--- src/rtl/edge_sr_pkg.sv ---
package edge_sr_pkg;
  typedef struct packed {
    logic setHit;
    logic clrHit;
  } srStrobe_t;
  localparam int NUM_CHAN = 2;
endpackage

--- src/rtl/sr_edge_ctrl.sv ---
module sr_edge_ctrl
  import edge_sr_pkg::*;
#(
  parameter int SYNC_STAGES = 2
) (
  input  logic      clk,
  input  logic      rst_n,
  input  logic      setIn,
  input  logic      clrIn,
  output srStrobe_t strobe,
  output logic      setPulseN,
  output logic      clrPulseN
);
  logic [NUM_CHAN-1:0] rawIn;
  logic [NUM_CHAN-1:0] pulseN;

  assign rawIn = {clrIn, setIn};

  for (genvar ch = 0; ch < NUM_CHAN; ch++) begin : gChan
    logic synced;
    logic hist;

    if (SYNC_STAGES > 0) begin : gSync
      logic [SYNC_STAGES-1:0] chain;
      always_ff @(posedge clk) begin
        if (!rst_n) begin
          chain <= {SYNC_STAGES{rawIn[ch]}};
        end else begin
          chain[0] <= rawIn[ch];
          for (int i = 1; i < SYNC_STAGES; i++) chain[i] <= chain[i-1];
        end
      end
      assign synced = chain[SYNC_STAGES-1];
    end else begin : gBypass
      assign synced = rawIn[ch];
    end

    // history preloaded with the input level so a held input is not an edge
    always_ff @(posedge clk) begin
      if (!rst_n) hist <= rawIn[ch];
      else        hist <= synced;
    end

    assign pulseN[ch] = ~(synced & ~hist);

    // pulse lasts a single cycle
    assert_pulse_width_R6: assert property (@(posedge clk) disable iff (!rst_n)
      !pulseN[ch] |=> pulseN[ch]);
  end

  assign setPulseN     = pulseN[0];
  assign clrPulseN     = pulseN[1];
  assign strobe.setHit = ~pulseN[0];
  assign strobe.clrHit = ~pulseN[1];
endmodule

--- src/rtl/sr_edge_state.sv ---
module sr_edge_state
  import edge_sr_pkg::*;
(
  input  logic      clk,
  input  logic      rst_n,
  input  srStrobe_t strobe,
  output logic      q
);
  always_ff @(posedge clk) begin
    if (!rst_n) begin
      q <= 1'b0;
    end else begin
      unique case ({strobe.setHit, strobe.clrHit})
        2'b10:   q <= 1'b1;
        2'b01:   q <= 1'b0;
        2'b11:   q <= ~q;
        default: q <= q;
      endcase
    end
  end

  assert_set_R1: assert property (@(posedge clk) disable iff (!rst_n)
    (strobe.setHit && !strobe.clrHit) |=> q);
  assert_clear_R2: assert property (@(posedge clk) disable iff (!rst_n)
    (strobe.clrHit && !strobe.setHit) |=> !q);
  assert_hold_R3: assert property (@(posedge clk) disable iff (!rst_n)
    (!strobe.setHit && !strobe.clrHit) |=> $stable(q));
  assert_toggle_R5: assert property (@(posedge clk) disable iff (!rst_n)
    (strobe.setHit && strobe.clrHit) |=> (q != $past(q)));
  assert_reset_R7: assert property (@(posedge clk)
    !rst_n |=> !q);
endmodule

--- src/rtl/edge_sr_ff.sv ---
module edge_sr_ff
  import edge_sr_pkg::*;
#(
  parameter int SYNC_STAGES = 2
) (
  input  logic clk,
  input  logic rst_n,
  input  logic setIn,
  input  logic clrIn,
  output logic q,
  output logic qN,
  output logic setPulseN,
  output logic clrPulseN
);
  srStrobe_t strobe;

  sr_edge_ctrl #(.SYNC_STAGES(SYNC_STAGES)) i_ctrl (
    .clk       (clk),
    .rst_n     (rst_n),
    .setIn     (setIn),
    .clrIn     (clrIn),
    .strobe    (strobe),
    .setPulseN (setPulseN),
    .clrPulseN (clrPulseN)
  );

  sr_edge_state i_state (
    .clk    (clk),
    .rst_n  (rst_n),
    .strobe (strobe),
    .q      (q)
  );

  assign qN = ~q;

  assert_pulse_to_q_R4: assert property (@(posedge clk) disable iff (!rst_n)
    (!setPulseN && clrPulseN) |=> q);
endmodule

--- config.mk ---
export PLATFORM = sky130hd
export DESIGN_NAME = edge_sr_ff
export DESIGN_NICKNAME = d
export VERILOG_FILES = /design/src/rtl/edge_sr_pkg.sv /design/src/rtl/sr_edge_ctrl.sv /design/src/rtl/sr_edge_state.sv /design/src/rtl/edge_sr_ff.sv
export SDC_FILE = /design/constraint.sdc
export NUM_CORES = 1
export LEC_CHECK = 0
export CORE_AREA = 4 4 41 43
export DETAILED_ROUTE_END_ITERATION = 7
export DIE_AREA = 0 0 45 47
export PLACE_DENSITY = 0.37
export SLEW_MARGIN = 30
export SYNTH_ARGS = -nofsm -noshare
export SYNTH_HDL_FRONTEND = slang
export SYNTH_SLANG_ARGS = --single-unit
--- constraint.sdc ---
create_clock -name clk -period 1 [get_ports clk]
set_input_delay 0.3 -clock clk [delete_from_list [all_inputs] [get_ports clk]]
set_output_delay 0.3 -clock clk [all_outputs]
set_load 0.02 [all_outputs]
==> report_table.html, run 1 <==
<table>
<tr><th>Metric</th><th>Value</th></tr>
<tr><th colspan="2">Run status</th></tr>
<tr><td>Outcome</td><td>complete, but fails checks</td></tr>
<tr><td>Violated checks</td><td>negative setup slack</td></tr>
<tr><th colspan="2">Synthesis</th></tr>
<tr><td>Syn. warnings</td><td>0</td></tr>
<tr><td>Proportion of synthesized flip-flops having asynchronous set or reset</td><td>0%</td></tr>
<tr><td>Net count after synthesis</td><td>26</td></tr>
<tr><td>Sequential fraction of the synthesis area</td><td>63.6%</td></tr>
<tr><td>Synthesized cell area</td><td>220 um2</td></tr>
<tr><td>Commonest cells post-synth</td><td>8 x nand2_1, 7 x dfxtp_1, 4 x nand2b_1</td></tr>
<tr><td>Cell types with the largest area share after synthesis</td><td>dfxtp_1 64%, nand2_1 14%, nand2b_1 11%</td></tr>
<tr><td>EDFF count, synth</td><td>0</td></tr>
<tr><td>Most common cell in the netlist</td><td>nand2_1</td></tr>
<tr><td>Syn Inst Count</td><td>22</td></tr>
<tr><td>Number of different library cells in the post-synthesis netlist</td><td>6</td></tr>
<tr><td>Leading area contributor after synthesis</td><td>dfxtp_1</td></tr>
<tr><td>Share of the synthesized area in the top cell type</td><td>63.6%</td></tr>
<tr><td>Post-Syn Area per Cell</td><td>10.0 um2</td></tr>
<tr><td>Top_reg_cell synth</td><td>dfxtp_1</td></tr>
<tr><td>Number of synthesized register bits</td><td>7</td></tr>
<tr><th colspan="2">Critical path</th></tr>
<tr><td>Critical path capture point type</td><td>primary output</td></tr>
<tr><td>Launching element type of the critical path</td><td>flop</td></tr>
<tr><td>Critical path arrival</td><td>0.80 ns</td></tr>
<tr><td>Sequence of cells on the critical path</td><td>nand2b_4, buf_6</td></tr>
<tr><td>R2R Path Start</td><td>i_ctrl.gChan[0].gSync.chain[1]</td></tr>
<tr><td>Largest stage delay, worst path</td><td>0.30 ns</td></tr>
<tr><td>Required time of the worst setup path</td><td>0.70 ns</td></tr>
<tr><td>Critical Path Slowest Stage Cell</td><td>dfxtp_1</td></tr>
<tr><td>Endpoint of the worst-slack reg-to-reg timing path</td><td>i_state.q</td></tr>
<tr><td>Register-to-register path setup slack</td><td>0.07 ns</td></tr>
<tr><td>Max Fanout on Critical Path</td><td>2</td></tr>
<tr><td>Cells on worst reg2reg path</td><td>3</td></tr>
<tr><td>CP Class</td><td>reg2out</td></tr>
<tr><th colspan="2">Finish</th></tr>
<tr><td>Area growth, synth to finish</td><td>79.5%</td></tr>
<tr><td>Final instance count without filler cells</td><td>52</td></tr>
<tr><td>Layout cells sized above 1</td><td>45.9%</td></tr>
<tr><td>Number of fill cells in the layout</td><td>149</td></tr>
<tr><td>Count of inserted antenna diode cells</td><td>0</td></tr>
<tr><td>Final #Nets</td><td>42</td></tr>
<tr><th colspan="2">Global routing</th></tr>
<tr><td>GRT Residual Overflow</td><td>0</td></tr>
<tr><td>Largest net degree at the start of global routing</td><td>8</td></tr>
<tr><td>M1 GR Usage</td><td>5.26%</td></tr>
<tr><td>GR Util met3</td><td>2.68%</td></tr>
<tr><td>Number of antenna violations at the first check in global routing</td><td>0</td></tr>
<tr><td>Global-route wire length before repair</td><td>676 um</td></tr>
<tr><td>GRT Resource Usage Total</td><td>5.23%</td></tr>
<tr><td>Via count of the first global-routing pass</td><td>177</td></tr>
<tr><td>Most utilized layer in the global route result</td><td>met4</td></tr>
<tr><td>Met2 Usage GRT</td><td>5.93%</td></tr>
<tr><th colspan="2">Clock network</th></tr>
<tr><td>Clock Tree Root</td><td>clkbuf_4</td></tr>
<tr><td>H-tree depth</td><td>1</td></tr>
<tr><td>Sink count of the clock tree</td><td>7</td></tr>
<tr><td>Buffer levels on the longest clock path</td><td>2</td></tr>
<tr><td>Clock latency reported for the late side of the worst-skew pair</td><td>0.24 ns</td></tr>
<tr><td>Number of buffers inserted during clock tree synthesis</td><td>3</td></tr>
<tr><td>CTS clock-pin slew for the worst setup and hold paths</td><td>0.05 ns</td></tr>
<tr><td>CTS tree</td><td>done</td></tr>
<tr><th colspan="2">Floorplan</th></tr>
<tr><td>Horiz. Die Dim</td><td>45 um</td></tr>
<tr><td>Number of placed I/O pins</td><td>8</td></tr>
<tr><td>Floorplan die area</td><td>2120 um2</td></tr>
<tr><td>Y dimension of the die</td><td>47 um</td></tr>
<tr><td>Starting utilization of the core area</td><td>16.9%</td></tr>
<tr><td>Number of standard-cell rows in the floorplan</td><td>13</td></tr>
<tr><td>Core outline area</td><td>1300 um2</td></tr>
<tr><th colspan="2">Pwr</th></tr>
<tr><td>PD cells</td><td>1740 nW/um2</td></tr>
<tr><td>Maximum ir drop on the vdd rail</td><td>615 uV</td></tr>
<tr><td>Reported leakage power</td><td>0.197 nW</td></tr>
<tr><td>Total chip power</td><td>0.686 mW</td></tr>
<tr><th colspan="2">Timing</th></tr>
<tr><td>RSZ-0062 raised after global routing</td><td>true</td></tr>
<tr><td>Relative slew slack</td><td>91.5%</td></tr>
<tr><td>Final cycle utilization of the critical path</td><td>110%</td></tr>
<tr><td>Setup TNS</td><td>-0.246 ns</td></tr>
<tr><td>Worst slew pin tran</td><td>0.128 ns</td></tr>
<tr><td>Final count of negative-setup-slack endpoints</td><td>4</td></tr>
<tr><td>Slack of the critical path</td><td>-0.101 ns</td></tr>
<tr><td>Max Transition Viols Final</td><td>0</td></tr>
<tr><td>Minimum period implied by the final worst setup slack</td><td>1.10 ns</td></tr>
<tr><td>Maximum clock frequency</td><td>908 MHz</td></tr>
<tr><td>Number of endpoints with negative hold slack in the final report</td><td>0</td></tr>
<tr><td>Clk_skew</td><td>0.000425 ns</td></tr>
<tr><th colspan="2">Worst hold path</th></tr>
<tr><td>Worst hold path depth</td><td>2</td></tr>
<tr><td>Critical hold path startpoint</td><td>i_ctrl.gChan[1].gSync.chain[0]</td></tr>
<tr><td>Hold EP</td><td>i_ctrl.gChan[1].gSync.chain[1]</td></tr>
<tr><td>Worst min-delay path class</td><td>reg2reg</td></tr>
<tr><th colspan="2">Place</th></tr>
<tr><td>Number of buffer cells added on primary ports</td><td>7</td></tr>
<tr><td>Routability congestion estimate from global placement</td><td>0.596</td></tr>
<tr><td>Post-placement setup slack</td><td>-0.323 ns</td></tr>
<tr><td>Inst Count DP</td><td>47</td></tr>
<tr><th colspan="2">Routing</th></tr>
<tr><td>Routed length per instance</td><td>7.92 um</td></tr>
<tr><td>Antenna Nets Post-Route</td><td>0</td></tr>
<tr><td>Number of search-and-repair iterations in the first detailed-routing pass</td><td>4</td></tr>
<tr><td>Via/cell ratio</td><td>3.46</td></tr>
<tr><td>Detailed router's first-iteration violation count</td><td>1</td></tr>
<tr><td>Number of vias in the routed layout</td><td>180</td></tr>
<tr><td>Total DRC errors in the routed layout</td><td>0</td></tr>
<tr><td>Total wirelength of the detailed-routed design</td><td>412 um</td></tr>
<tr><th colspan="2">Job</th></tr>
<tr><td>Max cap viols</td><td>0</td></tr>
</table>
worst max path at each step:
stage | endpoint | from | cells after the start | slack, ns
after floorplan | i_state.q | i_state.q | 2 | 0.07
after global placement | clrPulseN | i_ctrl.gChan[1].hist | 2 | -0.31
after detailed placement | clrPulseN | i_ctrl.gChan[1].hist | 2 | -0.32
after CTS | setPulseN | i_ctrl.gChan[0].hist | 2 | -0.12
after global routing | setPulseN | i_ctrl.gChan[0].hist | 2 | -0.14
final | setPulseN | i_ctrl.gChan[0].hist | 2 | -0.10
cell usage in the layout (no fill, tap or decap), drive strengths merged:
| cell | n |
|---|---|
| clkdlybuf4s50 | 2 |
| dlymetal6s2s | 1 |
| nand2 | 8 |
| nand2b | 4 |
| inv | 1 |
| buf | 8 |
| dfxtp | 7 |
| and4bb | 1 |
| a31o | 1 |
| clkbuf | 4 |
power breakdown:
| group | leakage, nW | internal (mW) | switching, mW |
|---|---|---|---|
| registers | 0.0593 | 0.304 | 0.0142 |
| clock network | 0.0150 | 0.151 | 0.0911 |
| logic | 0.123 | 0.0767 | 0.0481 |
| total | 0.197 | 0.533 | 0.153 |
routing by layer:
metal,part of all wire [%],vias up
met2,43,7
met5,0,-
li1,-,99
met1,46,74
met4,0,0
met3,11,0
critical path, delay by kind of cell (launching register included):
kind | cells | cell delay [ns]
buffers and inverters | 1 | 0.12
AND/OR/NAND/NOR | 1 | 0.13
flip-flops | 1 | 0.30
final cells by class:
| type | instances | area (um2) | area share (%) |
|---|---|---|---|
| timing repair buffer | 11 | 111 | 28.2 |
| tap | 15 | 18.8 | 4.75 |
| multi-input combinational | 14 | 91.3 | 23.1 |
| clock buffer | 4 | 26.3 | 6.65 |
| inverter | 1 | 3.75 | 0.949 |
| sequential | 7 | 144 | 36.4 |
flip-flops by register name, summed over array words and instances (netlist names):
name,flops
i_state.q,1
i_ctrl.gChan.gSync.chain,4
i_ctrl.gChan.hist,2
what timing repair did:
action | in CTS | in global routing
cloned | 0 | 0
hold endpoints to repair | 0 | 0
endpoints found under the setup margin | 4 | 9
gates resized for setup | 29 | 3
buffers inserted | 1 | 0
hold buffers | 0 | 0
cell families after synthesis:
family,after synthesis,synth area share (%)
simple gates,13,30.7
compound gates,1,3.98
flops,7,63.6
buf+inv,1,1.70
through the flow:
step / utilization [%] / area [um2] / hold slack [ns]
global placement: 25.5 / 332 / 0.401
global route: 30.4 / 395 / 0.430
CTS: 29.8 / 388 / 0.416
finish: 30.4 / 395 / 0.418
detailed placement: 25.5 / 332 / 0.408
floorplan: - / 220 / 0.328
Note: power is estimated with default switching activity, not from simulation.
==> run 2: changes to the inputs <==
--- a/config.mk
+++ b/config.mk
@@ -8,6 +8,7 @@
 export CORE_AREA = 4 4 41 43
 export DETAILED_ROUTE_END_ITERATION = 7
 export DIE_AREA = 0 0 45 47
+export GPL_ROUTABILITY_DRIVEN = 0
 export PLACE_DENSITY = 0.37
 export SLEW_MARGIN = 30
 export SYNTH_ARGS = -nofsm -noshare
==> results of run 2 <==
Same layout as run 1: the final DEF is identical, and so are final timing and power.
